[src/rtl/rstc_pkg.sv]
package rstc_pkg;
  localparam int CZ_POR = 0;
  localparam int CZ_EXT = 1;
  localparam int CZ_WDT = 2;
  localparam int CZ_ILA = 3;
  localparam int CZ_W   = 4;

  typedef logic [CZ_W-1:0] cause_t;

  // Out of reset, a new trigger replaces the record; in reset, sources accumulate.
  function automatic cause_t cause_next(logic released, cause_t cur, cause_t ev);
    if (released) return (|ev) ? ev : cur;
    return cur | ev;
  endfunction
endpackage

[src/rtl/rstc_sync2.sv]
module rstc_sync2 #(
  parameter logic RST_VAL = 1'b1
) (
  input  logic clk,
  input  logic rst_n,
  input  logic d,
  output logic q
);
  logic meta;

  always_ff @(posedge clk or negedge rst_n) begin
    if (!rst_n) begin
      meta <= RST_VAL;
      q    <= RST_VAL;
    end else begin
      meta <= d;
      q    <= meta;
    end
  end
endmodule

[src/rtl/rstc_fetch_chk.sv]
module rstc_fetch_chk #(
  parameter int ADDR_W = 16,
  parameter logic [ADDR_W-1:0] IO_LO  = 'h0000,
  parameter logic [ADDR_W-1:0] IO_HI  = 'h003F,
  parameter logic [ADDR_W-1:0] RAM_LO = 'h0040,
  parameter logic [ADDR_W-1:0] RAM_HI = 'h023F,
  parameter logic [ADDR_W-1:0] ROM_LO = 'h8000,
  parameter logic [ADDR_W-1:0] ROM_HI = 'hBFFF,
  parameter logic [ADDR_W-1:0] VEC_LO = 'hFFF0,
  parameter logic [ADDR_W-1:0] VEC_HI = 'hFFFF
) (
  input  logic [ADDR_W-1:0] addr,
  output logic              illegal
);
  function automatic logic in_win(logic [ADDR_W-1:0] a, logic [ADDR_W-1:0] lo,
                                  logic [ADDR_W-1:0] hi);
    return (a >= lo) && (a <= hi);
  endfunction

  logic in_io, in_mapped;

  always_comb begin
    in_io     = in_win(addr, IO_LO, IO_HI);
    in_mapped = in_win(addr, RAM_LO, RAM_HI) | in_win(addr, ROM_LO, ROM_HI)
              | in_win(addr, VEC_LO, VEC_HI);
    illegal   = in_io | ~in_mapped;
  end
endmodule

[src/rtl/rstc_stretch.sv]
module rstc_stretch #(
  parameter int CYCLES = 4
) (
  input  logic clk,
  input  logic rst_n,
  input  logic trig,
  output logic active
);
  localparam int CW = $clog2(CYCLES + 1);

  logic [CW-1:0] cnt;

  always_ff @(posedge clk or negedge rst_n) begin
    if (!rst_n)            cnt <= '0;
    else if (trig)         cnt <= CW'(CYCLES);
    else if (cnt != '0)    cnt <= cnt - 1'b1;
  end

  assign active = (cnt != '0);

  // a running stretch counts down by one per cycle
  a_r4_count_down: assert property (@(posedge clk) disable iff (!rst_n)
    (active && !trig) |=> (cnt == $past(cnt) - 1'b1));

  // a request always starts a stretch
  a_r4_trig_starts: assert property (@(posedge clk) disable iff (!rst_n)
    trig |=> active);
endmodule

[src/rtl/rstc_por_timer.sv]
module rstc_por_timer #(
  parameter int CYCLES = 8192
) (
  input  logic clk,
  input  logic rst_n,
  output logic busy
);
  localparam int CW = $clog2(CYCLES + 1);

  logic [CW-1:0] cnt;

  assign busy = (cnt != CW'(CYCLES));

  always_ff @(posedge clk or negedge rst_n) begin
    if (!rst_n)     cnt <= '0;
    else if (busy)  cnt <= cnt + 1'b1;
  end
endmodule

[src/rtl/rstc_ctrl.sv]
module rstc_ctrl
  import rstc_pkg::*;
#(
  parameter int ADDR_W         = 16,
  parameter int POR_CYCLES     = 8192,
  parameter int STRETCH_CYCLES = 4,
  parameter logic [ADDR_W-1:0] IO_LO  = 'h0000,
  parameter logic [ADDR_W-1:0] IO_HI  = 'h003F,
  parameter logic [ADDR_W-1:0] RAM_LO = 'h0040,
  parameter logic [ADDR_W-1:0] RAM_HI = 'h023F,
  parameter logic [ADDR_W-1:0] ROM_LO = 'h8000,
  parameter logic [ADDR_W-1:0] ROM_HI = 'hBFFF,
  parameter logic [ADDR_W-1:0] VEC_LO = 'hFFF0,
  parameter logic [ADDR_W-1:0] VEC_HI = 'hFFFF
) (
  input  logic              clk_osc,
  input  logic              pwr_good,
  input  logic              ext_rst_pin_n,
  input  logic              wdt_en,
  input  logic              wdt_expire,
  input  logic              fetch_vld,
  input  logic [ADDR_W-1:0] fetch_addr,
  output logic              sys_rst_n,
  output logic [CZ_W-1:0]   rst_cause,
  output logic              mode_latch_en
);
  logic   ext_sync, ext_act, por_busy, addr_bad;
  logic   ila_trig, wdt_trig, ila_act, wdt_act;
  logic   req_any, rel_now;
  cause_t ev, cause_q;

  rstc_sync2 #(.RST_VAL(1'b1)) u_sync (
    .clk(clk_osc), .rst_n(pwr_good), .d(ext_rst_pin_n), .q(ext_sync));

  rstc_por_timer #(.CYCLES(POR_CYCLES)) u_por (
    .clk(clk_osc), .rst_n(pwr_good), .busy(por_busy));

  rstc_fetch_chk #(
    .ADDR_W(ADDR_W), .IO_LO(IO_LO), .IO_HI(IO_HI), .RAM_LO(RAM_LO), .RAM_HI(RAM_HI),
    .ROM_LO(ROM_LO), .ROM_HI(ROM_HI), .VEC_LO(VEC_LO), .VEC_HI(VEC_HI)
  ) u_chk (
    .addr(fetch_addr), .illegal(addr_bad));

  // Requests are only honoured while the system is running
  assign ext_act  = ~ext_sync;
  assign ila_trig = fetch_vld & addr_bad & sys_rst_n;
  assign wdt_trig = wdt_en & wdt_expire & sys_rst_n;

  rstc_stretch #(.CYCLES(STRETCH_CYCLES)) u_ila (
    .clk(clk_osc), .rst_n(pwr_good), .trig(ila_trig), .active(ila_act));

  rstc_stretch #(.CYCLES(STRETCH_CYCLES)) u_wdt (
    .clk(clk_osc), .rst_n(pwr_good), .trig(wdt_trig), .active(wdt_act));

  assign req_any = por_busy | ext_act | ila_act | wdt_act;
  assign rel_now = ~sys_rst_n & ~req_any;

  always_comb begin
    ev         = '0;
    ev[CZ_POR] = por_busy;
    ev[CZ_EXT] = ext_act;
    ev[CZ_WDT] = wdt_trig;
    ev[CZ_ILA] = ila_trig;
  end

  always_ff @(posedge clk_osc or negedge pwr_good) begin
    if (!pwr_good) begin
      sys_rst_n     <= 1'b0;
      cause_q       <= cause_t'(1) << CZ_POR;
      mode_latch_en <= 1'b0;
    end else begin
      sys_rst_n     <= ~req_any;
      cause_q       <= cause_next(sys_rst_n, cause_q, ev);
      mode_latch_en <= rel_now & (cause_q[CZ_POR] | cause_q[CZ_EXT]);
    end
  end

  assign rst_cause = cause_q;

  // the power-up delay keeps the system in reset
  a_r1_por_holds: assert property (@(posedge clk_osc) disable iff (!pwr_good)
    por_busy |=> !sys_rst_n);

  // release only after every source had cleared
  a_r2_release_all_clear: assert property (@(posedge clk_osc) disable iff (!pwr_good)
    $rose(sys_rst_n) |-> !$past(req_any));

  // an illegal fetch reaches the output two edges later
  a_r3_bad_fetch_resets: assert property (@(posedge clk_osc) disable iff (!pwr_good)
    ila_trig |-> ##2 !sys_rst_n);

  // the mode-latch enable appears only in the release cycle
  a_r8_latch_on_release: assert property (@(posedge clk_osc) disable iff (!pwr_good)
    mode_latch_en |-> $rose(sys_rst_n));

  // a trigger while running records exactly the triggering source
  a_r7_cause_replaced: assert property (@(posedge clk_osc) disable iff (!pwr_good)
    (sys_rst_n && wdt_trig && !ila_trig && !ext_act) |=> (rst_cause == (cause_t'(1) << CZ_WDT)));
endmodule

[config.mk]
export PLATFORM = sky130hd
export DESIGN_NAME = rstc_ctrl
export DESIGN_NICKNAME = d
export VERILOG_FILES = /design/src/rtl/rstc_pkg.sv /design/src/rtl/rstc_sync2.sv /design/src/rtl/rstc_fetch_chk.sv /design/src/rtl/rstc_stretch.sv /design/src/rtl/rstc_por_timer.sv /design/src/rtl/rstc_ctrl.sv
export SDC_FILE = /design/constraint.sdc
export NUM_CORES = 1
export LEC_CHECK = 0
export BUFFER_PORTS_ARGS = -buffer_cell sky130_fd_sc_hd__buf_2
export CORE_ASPECT_RATIO = 1.25
export CORE_UTILIZATION = 53
export CTS_CLUSTER_SIZE = 12
export DETAILED_ROUTE_END_ITERATION = 12
export PLACE_DENSITY = 0.78
export SYNTH_ARGS = -nofsm -noshare
export SYNTH_HDL_FRONTEND = slang
export SYNTH_SLANG_ARGS = --single-unit
[constraint.sdc]
create_clock -name clk_osc -period 2.1 [get_ports clk_osc]
set_input_delay 0.42 -clock clk_osc [delete_from_list [all_inputs] [get_ports clk_osc]]
set_output_delay 0.42 -clock clk_osc [all_outputs]
set_load 0.03 [all_outputs]
==> results.json, run 1 <==
{
  "outcome": "completed",
  "pwr-share-clk_pct": 30.8,
  "cellLeakagePower_uw": 0.0007622,
  "via_count": 988,
  "grt_pass1_wl_um": 3532,
  "gr-usage-met1_pct": 19.67,
  "route.detailed.drc": 0,
  "ff2ff_path_depth": 6,
  "crit_fanout": 8,
  "cp-start-kind": "flop",
  "gp_congestion": 0.7859,
  "grt_overflow_total": 0,
  "reg2reg_to": "mode_latch_en",
  "yosys.area_share.simple_pct": 20.63,
  "synth_most_common_cell": "dfrtp_1",
  "die_w_um": 47.29,
  "critPathLaunch": "u_por.cnt[0]",
  "switching_share_pct": 20.61,
  "power_uw": 834.7,
  "cellPowerDensity_nw_per_um2": 539.7,
  "vias_per_cell": 5.429,
  "fin_skew_ns": 0.008857,
  "fin_nets": 178,
  "critPathMaxStageDelay_ns": 0.48,
  "ctsHoldBuffers": 0,
  "yosys_warnings": 0,
  "synth_top_cell_area_share_pct": 46.04,
  "ir_drop_v": 0.0005281,
  "io_buffer_count": 23,
  "grt_max_degree": 29,
  "maxSlewViolCount": 0,
  "cp-end-kind": "flop",
  "seq_area_frac_synth_pct": 51.84,
  "cts_buffer_depth": 2,
  "synth_async_sr_flop_share_pct": 100.0,
  "start_util_pct": 55.98,
  "syn-num-nets": 151,
  "min_period_over_period_pct": 90.55,
  "clock-sinks": 28,
  "power_switching_uw": 172.0,
  "cp.depth": 6,
  "netlist.top_cell.by_area": "dfrtp_1",
  "rsz0062_at_grt": "no",
  "ys_top_cells_by_area": "dfrtp_1 46%, xnor2_1 7.1%, dfstp_2 5.8%",
  "drv_cap": 0,
  "rr_startpoint": "u_por.cnt[0]",
  "tritoncts": "done",
  "first_global_vias": 902,
  "final.setup.tns_ns": 0,
  "cts_max_level": 1,
  "routed_wl_um": 2280,
  "postSynthAreaPerCell_um2": 11.05,
  "drive_gt1_share_pct": 22.82,
  "crit_family": "simple AND/OR/NAND/NOR gates",
  "hold_class": "primary input to async pin",
  "pwr-share-comb_pct": 4.0,
  "syn_to_final_growth_pct": 13.81,
  "crit_type": "flop to flop",
  "drt-initial-drc-count": 17,
  "max_slew.worst_pin.slew_ns": 0.5851,
  "diodes": 0,
  "synth.area.mux_share_pct": 2.394,
  "post_cts_buffers": 0,
  "synth_commonest_cells": "25 x dfrtp_1, 12 x nand2_1, 11 x xnor2_1, 9 x inv_1, 8 x nand3_1",
  "rrSetupSlack_ns": 0.20,
  "coreArea_um2": 2427,
  "num_io_pins": 28,
  "syn-cell-area_um2": 1359,
  "place_hpwl_um": 1727,
  "synth-seq-cells": 28,
  "die_h_um": 58.61,
  "crit_arrival_ns": 2.14,
  "crit_path_end": "mode_latch_en",
  "clock_latency_ns": 0.32,
  "dr.pass1.iters": 4,
  "hold_violations": 0,
  "setup_viol": 0,
  "routedWlPerCell_um": 12.53,
  "synth_top_family_by_area": "simple AND/OR/NAND/NOR gates",
  "track_usage_pct": 18.14,
  "antenna_found_initial": 0,
  "seqPwrFrac_pct": 65.2,
  "path_cells": "inv_1, ha_1, nor4b_1, and4_1, nand2_1, nor4_1",
  "yosysUniqueCellTypes": 33,
  "slowest_stage": "dfrtp_1",
  "synth_edf_count": 0,
  "synth-compound-area-share_pct": 7.735,
  "synthXorXnorAreaFrac_pct": 9.024,
  "crit_buf_inv": 1,
  "slew-limit-headroom_pct": 60.99,
  "top_usage_layer": "met2",
  "cts_resized": 0,
  "synth_cells": 123,
  "synth_fa_ha_area_share_pct": 5.525,
  "drtAntennaViolNets": 0,
  "fp-row-count": 20,
  "clkTransAtPathRegs_ns": 0.14,
  "numCtsBuffers": 3,
  "final_util_pct": 63.71,
  "dieArea_um2": 2772,
  "worst_ep_required_time_ns": 2.34,
  "fmax_mhz": 525.9,
  "gr-usage-met3_pct": 2.761,
  "fin_crit_ns": 1.902,
  "use_met2_pct": 32.09,
  "synth-main-ff-cell": "dfrtp_1",
  "cts_root_buf": "clkbuf_4",
  "intPower_uw": 662.7
}
-- metal layers --
metal / share of wire (%) / vias up
li1: - / 485
met1: 45 / 467
met2: 48 / 30
met3: 5.0 / 6
met4: 2.1 / 0
met5: 0 / -
-- cells in the final DEF (no fill, tap or decap), drive strengths merged, types with 2 or more instances in the layout --
cell and instances:
xnor2 11, xor2 3, nor2 7, o21bai 2
and3 4, o221ai 3, nand3 8, buf 23
nand2b 2, mux2 2, nor3 4, dfrtp 25
nor4 3, nand2 12, ha 6, dfstp 3
and4 3, inv 9, nand4 3, clkbuf 4
-- cell type report --
type | count | area, um2
flip-flops and latches | 28 | 704.4
repair buffers | 23 | 115.1
clock buffers | 4 | 36.28
inverters | 9 | 33.78
fillers | 205 | 880.8
well taps | 33 | 41.29
multi-input cells | 85 | 615.6
-- power groups by stage --
stage          clock network, uW  registers (uW)  logic, uW
4_1_cts                      260             545       33.8
6_report                     257             545       33.4
5_1_grt                      283             545       38.1
3_5_place_dp                   0             555       33.8
2_1_floorplan                  0             554       4.73
3_3_place_gp                   0             554       32.4
-- how the worst min path moves through the flow --
stage / from / to / slack [ns] / cells after the start
final: pwr_good / u_por.cnt[3] / 0.07 / 1
after detailed placement: u_sync.meta / u_sync.q / 0.36 / 0
after floorplan: pwr_good / async pin / 0.12 / 0
after global placement: u_sync.meta / u_sync.q / 0.35 / 0
after global routing: pwr_good / u_por.cnt[3] / 0.11 / 1
after CTS: pwr_good / u_por.cnt[3] / 0.08 / 1
-- registers in the layout, indices dropped and copies added (netlist names), named ones only --
name and cells:
u_por.cnt 14, u_ila.cnt 3, u_wdt.cnt 3, rst_cause 2, mode_latch_en 1, sys_rst_n 1, u_sync.meta 1, u_sync.q 1
-- stage by stage --
stage | hold WS [ns] | worst slack [ns] | cells | instance area [um2]
6_report | 0.06587 | 0.1984 | 182 | 1546
5_1_grt | 0.1063 | 0.02667 | 182 | 1546
4_1_cts | 0.08469 | 0.1859 | 182 | 1546
3_5_place_dp | 0.3551 | 0.2168 | 178 | 1510
3_3_place_gp | 0.3461 | 0.2423 | 178 | 1510
2_1_floorplan | 0.1244 | 0.4379 | 123 | 1359
-- kinds of logic after synthesis --
kind of cell	after synthesis
AND/OR/NAND/NOR	51
flip-flops	28
XOR/XNOR	14
AO/OA/AOI/OAI	11
buffers and inverters	10
adder cells (fa/ha/maj)	6
multiplexers	3
Note: power is estimated with default switching activity, not from simulation.
==> inputs of run 2 (changes only) <==
ABC_AREA = 1   (was unset)
CORE_UTILIZATION = 54   (was 53)
PLACE_DENSITY = 0.86   (was 0.78)
==> run 2 against run 1 <==
- worst setup slack better by 0.37 ns
- total power is 22% higher
- register-to-register slack improved by 0.37 ns
- worst hold slack improved by 0.0067 ns
- fmax up 25%
- combinational power grew to 5.0 times the previous value
- design area grew 4.3%
- cell count rose by 23%
- clock skew down 0.0054 ns
- wire length up 14%
- sequential share of layout area shrank 1.9 points
- synthesized cell count increased by 33%
- critical path type unchanged
==> results.json, run 2 <==
{
  "outcome": "completed",
  "slew-limit-headroom_pct": 59.72,
  "final_util_pct": 65.77,
  "seq_area_frac_synth_pct": 49.60,
  "synth-main-ff-cell": "dfrtp_1",
  "drive_gt1_share_pct": 17.89,
  "grt_overflow_total": 0,
  "worst_ep_required_time_ns": 2.38,
  "clkTransAtPathRegs_ns": 0.15,
  "top_register": "u_por.cnt",
  "tritoncts": "done",
  "synth-compound-area-share_pct": 6.079,
  "rsz0062_at_grt": "no",
  "hold_class": "primary input to async pin",
  "cp-end-kind": "flop",
  "synth_top_family_by_area": "simple AND/OR/NAND/NOR gates",
  "grt_max_degree": 29,
  "synth-seq-cells": 28,
  "cp-start-kind": "flop",
  "synthXorXnorAreaFrac_pct": 8.634,
  "slowest_stage": "dfrtp_1",
  "synth_top_cell_area_share_pct": 44.05,
  "cts_buffer_depth": 2,
  "largest_reg_flops": 14,
  "fin_crit_ns": 1.527,
  "stdcell_count": 223,
  "netlist.top_cell.by_area": "dfrtp_1",
  "yosysUniqueCellTypes": 24,
  "final_cell_mix": "35 x nand2_1, 25 x dfrtp_1, 24 x inv_1, 23 x buf_2, 21 x nor2_1",
  "start_util_pct": 57.91,
  "coreArea_um2": 2452,
  "track_usage_pct": 21.00,
  "crit_fanout": 4,
  "post_cts_buffers": 0,
  "placedCellCount": 219,
  "syn_to_final_growth_pct": 13.57,
  "fmax_mhz": 655.0,
  "synth_edf_count": 0,
  "fp-row-count": 20,
  "maxSlewViolCount": 0,
  "io_buffer_count": 23,
  "drtAntennaViolNets": 0,
  "setup_viol": 0,
  "syn-cell-area_um2": 1420,
  "fillers": 205,
  "postSynthAreaPerCell_um2": 8.712,
  "ys_top_cells_by_area": "dfrtp_1 44%, nand2_1 9.3%, inv_1 6.3%",
  "fin_nets": 219,
  "synth_cells": 163,
  "path_cells": "inv_1, ha_1, nand3_1, nor2_1, nand3_2, o21bai_4, nand3_1, nand2_1",
  "cts_root_buf": "clkbuf_4",
  "grt_pass1_wl_um": 4291,
  "ctsHoldBuffers": 0,
  "yosys_warnings": 0,
  "max_slew.worst_pin.slew_ns": 0.6042,
  "crit_arrival_ns": 1.80,
  "multiInputGateArea_um2": 625.6,
  "path_common_cell": "nand3_1",
  "critPathMaxStageDelay_ns": 0.45,
  "clock_latency_ns": 0.32,
  "diodes": 0,
  "cts_resized": 0,
  "routedWlPerCell_um": 11.65,
  "place_hpwl_um": 2019,
  "synth_most_common_cell": "nand2_1",
  "synth.area.mux_share_pct": 0,
  "drt-initial-drc-count": 28,
  "dr.pass1.iters": 4,
  "cellPowerDensity_nw_per_um2": 633.9,
  "die_w_um": 47.87,
  "ir_drop_v": 0.0003848,
  "dieArea_um2": 2840,
  "vias_per_cell": 5.004,
  "numCtsBuffers": 3,
  "route.detailed.drc": 0,
  "mostFrequentLayoutCell": "nand2_1",
  "via_count": 1116,
  "first_global_vias": 1084,
  "top_regs": "u_por.cnt (14), u_ila.cnt (3), u_wdt.cnt (3)",
  "die_h_um": 59.34,
  "gp_congestion": 0.8448,
  "drv_cap": 0,
  "fin_skew_ns": 0.003417,
  "antenna_found_initial": 0,
  "synth_async_sr_flop_share_pct": 100.0,
  "cts_max_level": 1,
  "yosys.area_share.simple_pct": 24.05,
  "clock-sinks": 28,
  "min_period_over_period_pct": 72.70,
  "ff_latch_area_um2": 704.4,
  "syn-num-nets": 191,
  "synth_fa_ha_area_share_pct": 5.286,
  "cellLeakagePower_uw": 0.0008341,
  "hold_violations": 0,
  "synth_commonest_cells": "35 x nand2_1, 25 x dfrtp_1, 24 x inv_1, 21 x nor2_1",
  "routed_wl_um": 2597,
  "final.setup.tns_ns": 0,
  "crit_type": "flop to flop",
  "num_io_pins": 28
}
[run 2: cell count changes after synthesis, moves of 5 or more]
cell | previous run | this run
nor2_1 | 7 | 21
a21oi_1 | 0 | 5
nand2_1 | 12 | 35
inv_1 | 9 | 24
xor2_1 | 3 | 9
xnor2_1 | 11 | 5
[run 2: cell type report]
| cell class | count | share of cell area (%) |
|---|---|---|
| sequential | 28 | 43.68 |
| multi-input combinational | 111 | 38.79 |
| timing repair buffer | 23 | 7.137 |
| inverter | 24 | 5.586 |
| tap | 33 | 2.560 |
| clock buffer | 4 | 2.250 |
[run 2: through the flow]
step / power, uW / cell area, um2 / setup slack, ns / hold WS (ns)
4_1_cts: 1027 / 1613 / 0.5730 / 0.09842
2_1_floorplan: 712.0 / 1420 / 0.8258 / 0.1244
5_1_grt: 1070 / 1613 / 0.4595 / 0.1167
6_report: 1022 / 1613 / 0.5732 / 0.07259
3_3_place_gp: 753.0 / 1577 / 0.7182 / 0.3464
3_5_place_dp: 772.2 / 1577 / 0.6124 / 0.3555
[run 2: where the power goes]
part	internal, uW	leakage [uW]	switching [uW]
logic	70.8	0.000459	95.4
registers	576	0.000354	18.5
clock network	106	0.0000210	156
total	753	0.000834	270
[run 2: cells by family after synthesis]
kind of cell | after synthesis
AO/OA/AOI/OAI | 13
XOR/XNOR | 14
adder cells (fa/ha/maj) | 6
buffers and inverters | 24
flip-flops | 28
AND/OR/NAND/NOR | 78
[run 2: critical path: cells and delay by family (launching register included)]
kind | cells | cell delay, ns
AND/OR/NAND/NOR | 5 | 0.61
adder cells (fa/ha/maj) | 1 | 0.15
buffers and inverters | 1 | 0.09
flip-flops | 1 | 0.45
AO/OA/AOI/OAI | 1 | 0.19
[run 2: final timing paths]
check                      slack, ns  cells past startpoint           end           from
setup / recovery                0.57                      8          flop   u_por.cnt[0]
hold reg to reg                 0.37                      0      u_sync.q    u_sync.meta
min in group clk_osc            0.17                      1   u_sync.meta  ext_rst_pin_n
max in group asynchronous       1.63                      1  u_wdt.cnt[2]       pwr_good
setup reg to reg                0.57                      8          flop   u_por.cnt[0]
hold / removal                  0.07                      1  u_ila.cnt[0]       pwr_good
[run 2: metal layers]
layer / vias to the layer above / global-route usage [%] / wire length [um]
met5: - / 0 / 0
met1: 531 / 25.40 / 1099
met2: 17 / 36.29 / 1426
met3: 2 / 3.659 / 61
li1: 566 / - / -
met4: 0 / 7.143 / 9
==> inputs of run 3 (changes only) <==
ABC_AREA = 0   (was 1)
CORE_UTILIZATION = 53   (was 54)
clock period = 1.5 ns   (was 2.1 ns; I/O delays follow)
==> run 3 against run 2 <==
- the flow now finishes with violations (negative setup slack)
- worst hold slack worse by 0.012 ns
- total power up 15%
- clock power up 34%
- cell count down 12%
- sequential power up 28%
- largest power group unchanged
==> results.json, run 3 (synthesis results as in run 1) <==
{
  "outcome": "finished, violations left",
  "violations": "negative setup slack",
  "setup_viol": 3,
  "io_buffer_count": 23,
  "cts_root_buf": "clkbuf_4",
  "fillers": 178,
  "clock_latency_ns": 0.31,
  "diodes": 0,
  "timing.final.ws_setup_ns": -0.006672,
  "worst_ep_required_time_ns": 1.72,
  "fin_nets": 192,
  "top_register": "u_por.cnt",
  "grt_overflow_total": 0,
  "dp_slack_ns": -0.2098,
  "cellPowerDensity_nw_per_um2": 673.3,
  "clock-sinks": 28,
  "final_cell_mix": "25 x dfrtp_1, 23 x buf_2, 12 x nand2_1, 12 x buf_4, 11 x xnor2_1",
  "mostFrequentLayoutCell": "dfrtp_1",
  "path_cells": "inv_1, ha_2, nor4b_4, and4_4, mux2_4",
  "rsz0062_at_grt": "yes",
  "drtAntennaViolNets": 0,
  "crit_arrival_ns": 1.73,
  "clkTransAtPathRegs_ns": 0.14,
  "vias_per_cell": 5.464,
  "drive_gt1_share_pct": 36.20,
  "cp-end-kind": "flop",
  "min_from": "ext_rst_pin_n",
  "route.detailed.drc": 0,
  "fp-row-count": 20,
  "slowest_stage": "dfrtp_1",
  "cts_buffer_depth": 2,
  "drv_cap": 0,
  "grt_max_degree": 29,
  "gp_congestion": 0.8122,
  "first_global_vias": 1044,
  "tritoncts": "done",
  "place_hpwl_um": 2058,
  "max_slew.worst_pin.slew_ns": 0.6090,
  "start_util_pct": 55.98,
  "numCtsBuffers": 3,
  "top_regs": "u_por.cnt (14), u_ila.cnt (3), u_wdt.cnt (3)",
  "cts_max_level": 1,
  "routed_wl_um": 2779,
  "fin_crit_ns": 1.507,
  "slew-limit-headroom_pct": 59.40,
  "routedWlPerCell_um": 14.18,
  "crit_fanout": 5,
  "die_w_um": 47.29,
  "final_util_pct": 71.75,
  "dieArea_um2": 2772,
  "maxSlewViolCount": 0,
  "coreArea_um2": 2427,
  "largest_reg_flops": 14,
  "die_h_um": 58.61,
  "track_usage_pct": 20.58,
  "num_io_pins": 28,
  "min_period_over_period_pct": 100.4,
  "dr.pass1.iters": 4,
  "fmax_mhz": 663.7,
  "hold_violations": 0,
  "crit_type": "flop to flop",
  "critPathLaunch": "u_por.cnt[0]",
  "via_count": 1071,
  "hold_class": "primary input to flop",
  "ir_drop_v": 0.0005099,
  "antenna_found_initial": 0,
  "cp-start-kind": "flop",
  "fin_skew_ns": 0.002180,
  "critPathMaxStageDelay_ns": 0.42,
  "syn_to_final_growth_pct": 28.18,
  "rr_startpoint": "u_por.cnt[0]",
  "cellLeakagePower_uw": 0.0008556,
  "grt_pass1_wl_um": 4064,
  "drt-initial-drc-count": 39
}
[run 3: cell types whose count changed in the layout (fill, tap and decap cells not counted), moves of 3 or more]
cell	before	now
buf_4	0	12
nand2_1	35	12
nor2_1	21	7
xnor2_1	5	11
inv_1	24	9
o21ai_0	4	0
nand3_1	9	6
and3_1	0	4
a21oi_1	5	0
xor2_1	9	3
[run 3: final timing paths]
check | to | slack (ns) | depth (start not counted)
hold / removal | u_sync.meta | 0.06 | 1
max in group asynchronous | u_por.cnt[4] | 0.59 | 2
setup reg to reg | u_por.cnt[1] | -0.007 | 5
min in group asynchronous | u_por.cnt[5] | 0.51 | 2
setup / recovery | u_por.cnt[1] | -0.007 | 5
hold reg to reg | u_sync.q | 0.37 | 0
[run 3: final cells by class]
cell class / count / area (um2) / area share, %
timing repair buffer: 37 / 226.5 / 13.00
inverter: 9 / 33.78 / 1.940
sequential: 28 / 704.4 / 40.45
multi-input combinational: 85 / 699.4 / 40.16
clock buffer: 4 / 36.28 / 2.083
tap: 33 / 41.29 / 2.371
[run 3: per-layer routing]
metal,global-route usage (%),vias to the layer above,part of all wire (%)
li1,-,514,-
met1,21.81,524,41
met2,37.18,29,54
met3,3.067,4,3.9
met4,10.61,0,1.3
met5,0,-,0
[run 3: through the flow]
step	power, uW	TNS, ns	cells	hold WS [ns]	area [um2]
after global routing	1224	-0.5183	196	0.02779	1742
after floorplan	785.2	-0.01931	123	0.004409	1398
after global placement	829.6	-0.7815	190	0.3254	1633
after CTS	1191	-0.05236	195	0.04690	1694
final	1173	-0.01381	196	0.06067	1742
after detailed placement	833.0	-1.116	190	0.3421	1633
[run 3: critical path, delay by kind of cell (launching register included)]
family	cells	cell delay, ns
AND/OR/NAND/NOR	2	0.47
flip-flops	1	0.42
multiplexers	1	0.30
adder cells (fa/ha/maj)	1	0.15
buffers and inverters	1	0.07
[run 3: where the power goes]
group          internal, uW  total, uW  switching [uW]  leakage [uW]
Combinational          26.0       58.0            32.0      0.000479
Sequential              760        763            2.72      0.000356
Clock                   148        352             204     0.0000210
Total                   934       1170             238      0.000856
[run 3: timing repair]
item	4_1_cts	5_1_grt
hold buffers	1	0
endpoints found under the hold margin	25	0
resized for setup	4	9
buffers inserted	0	1
pin swaps	2	3
gates cloned	0	0
setup endpoints to repair	7	7
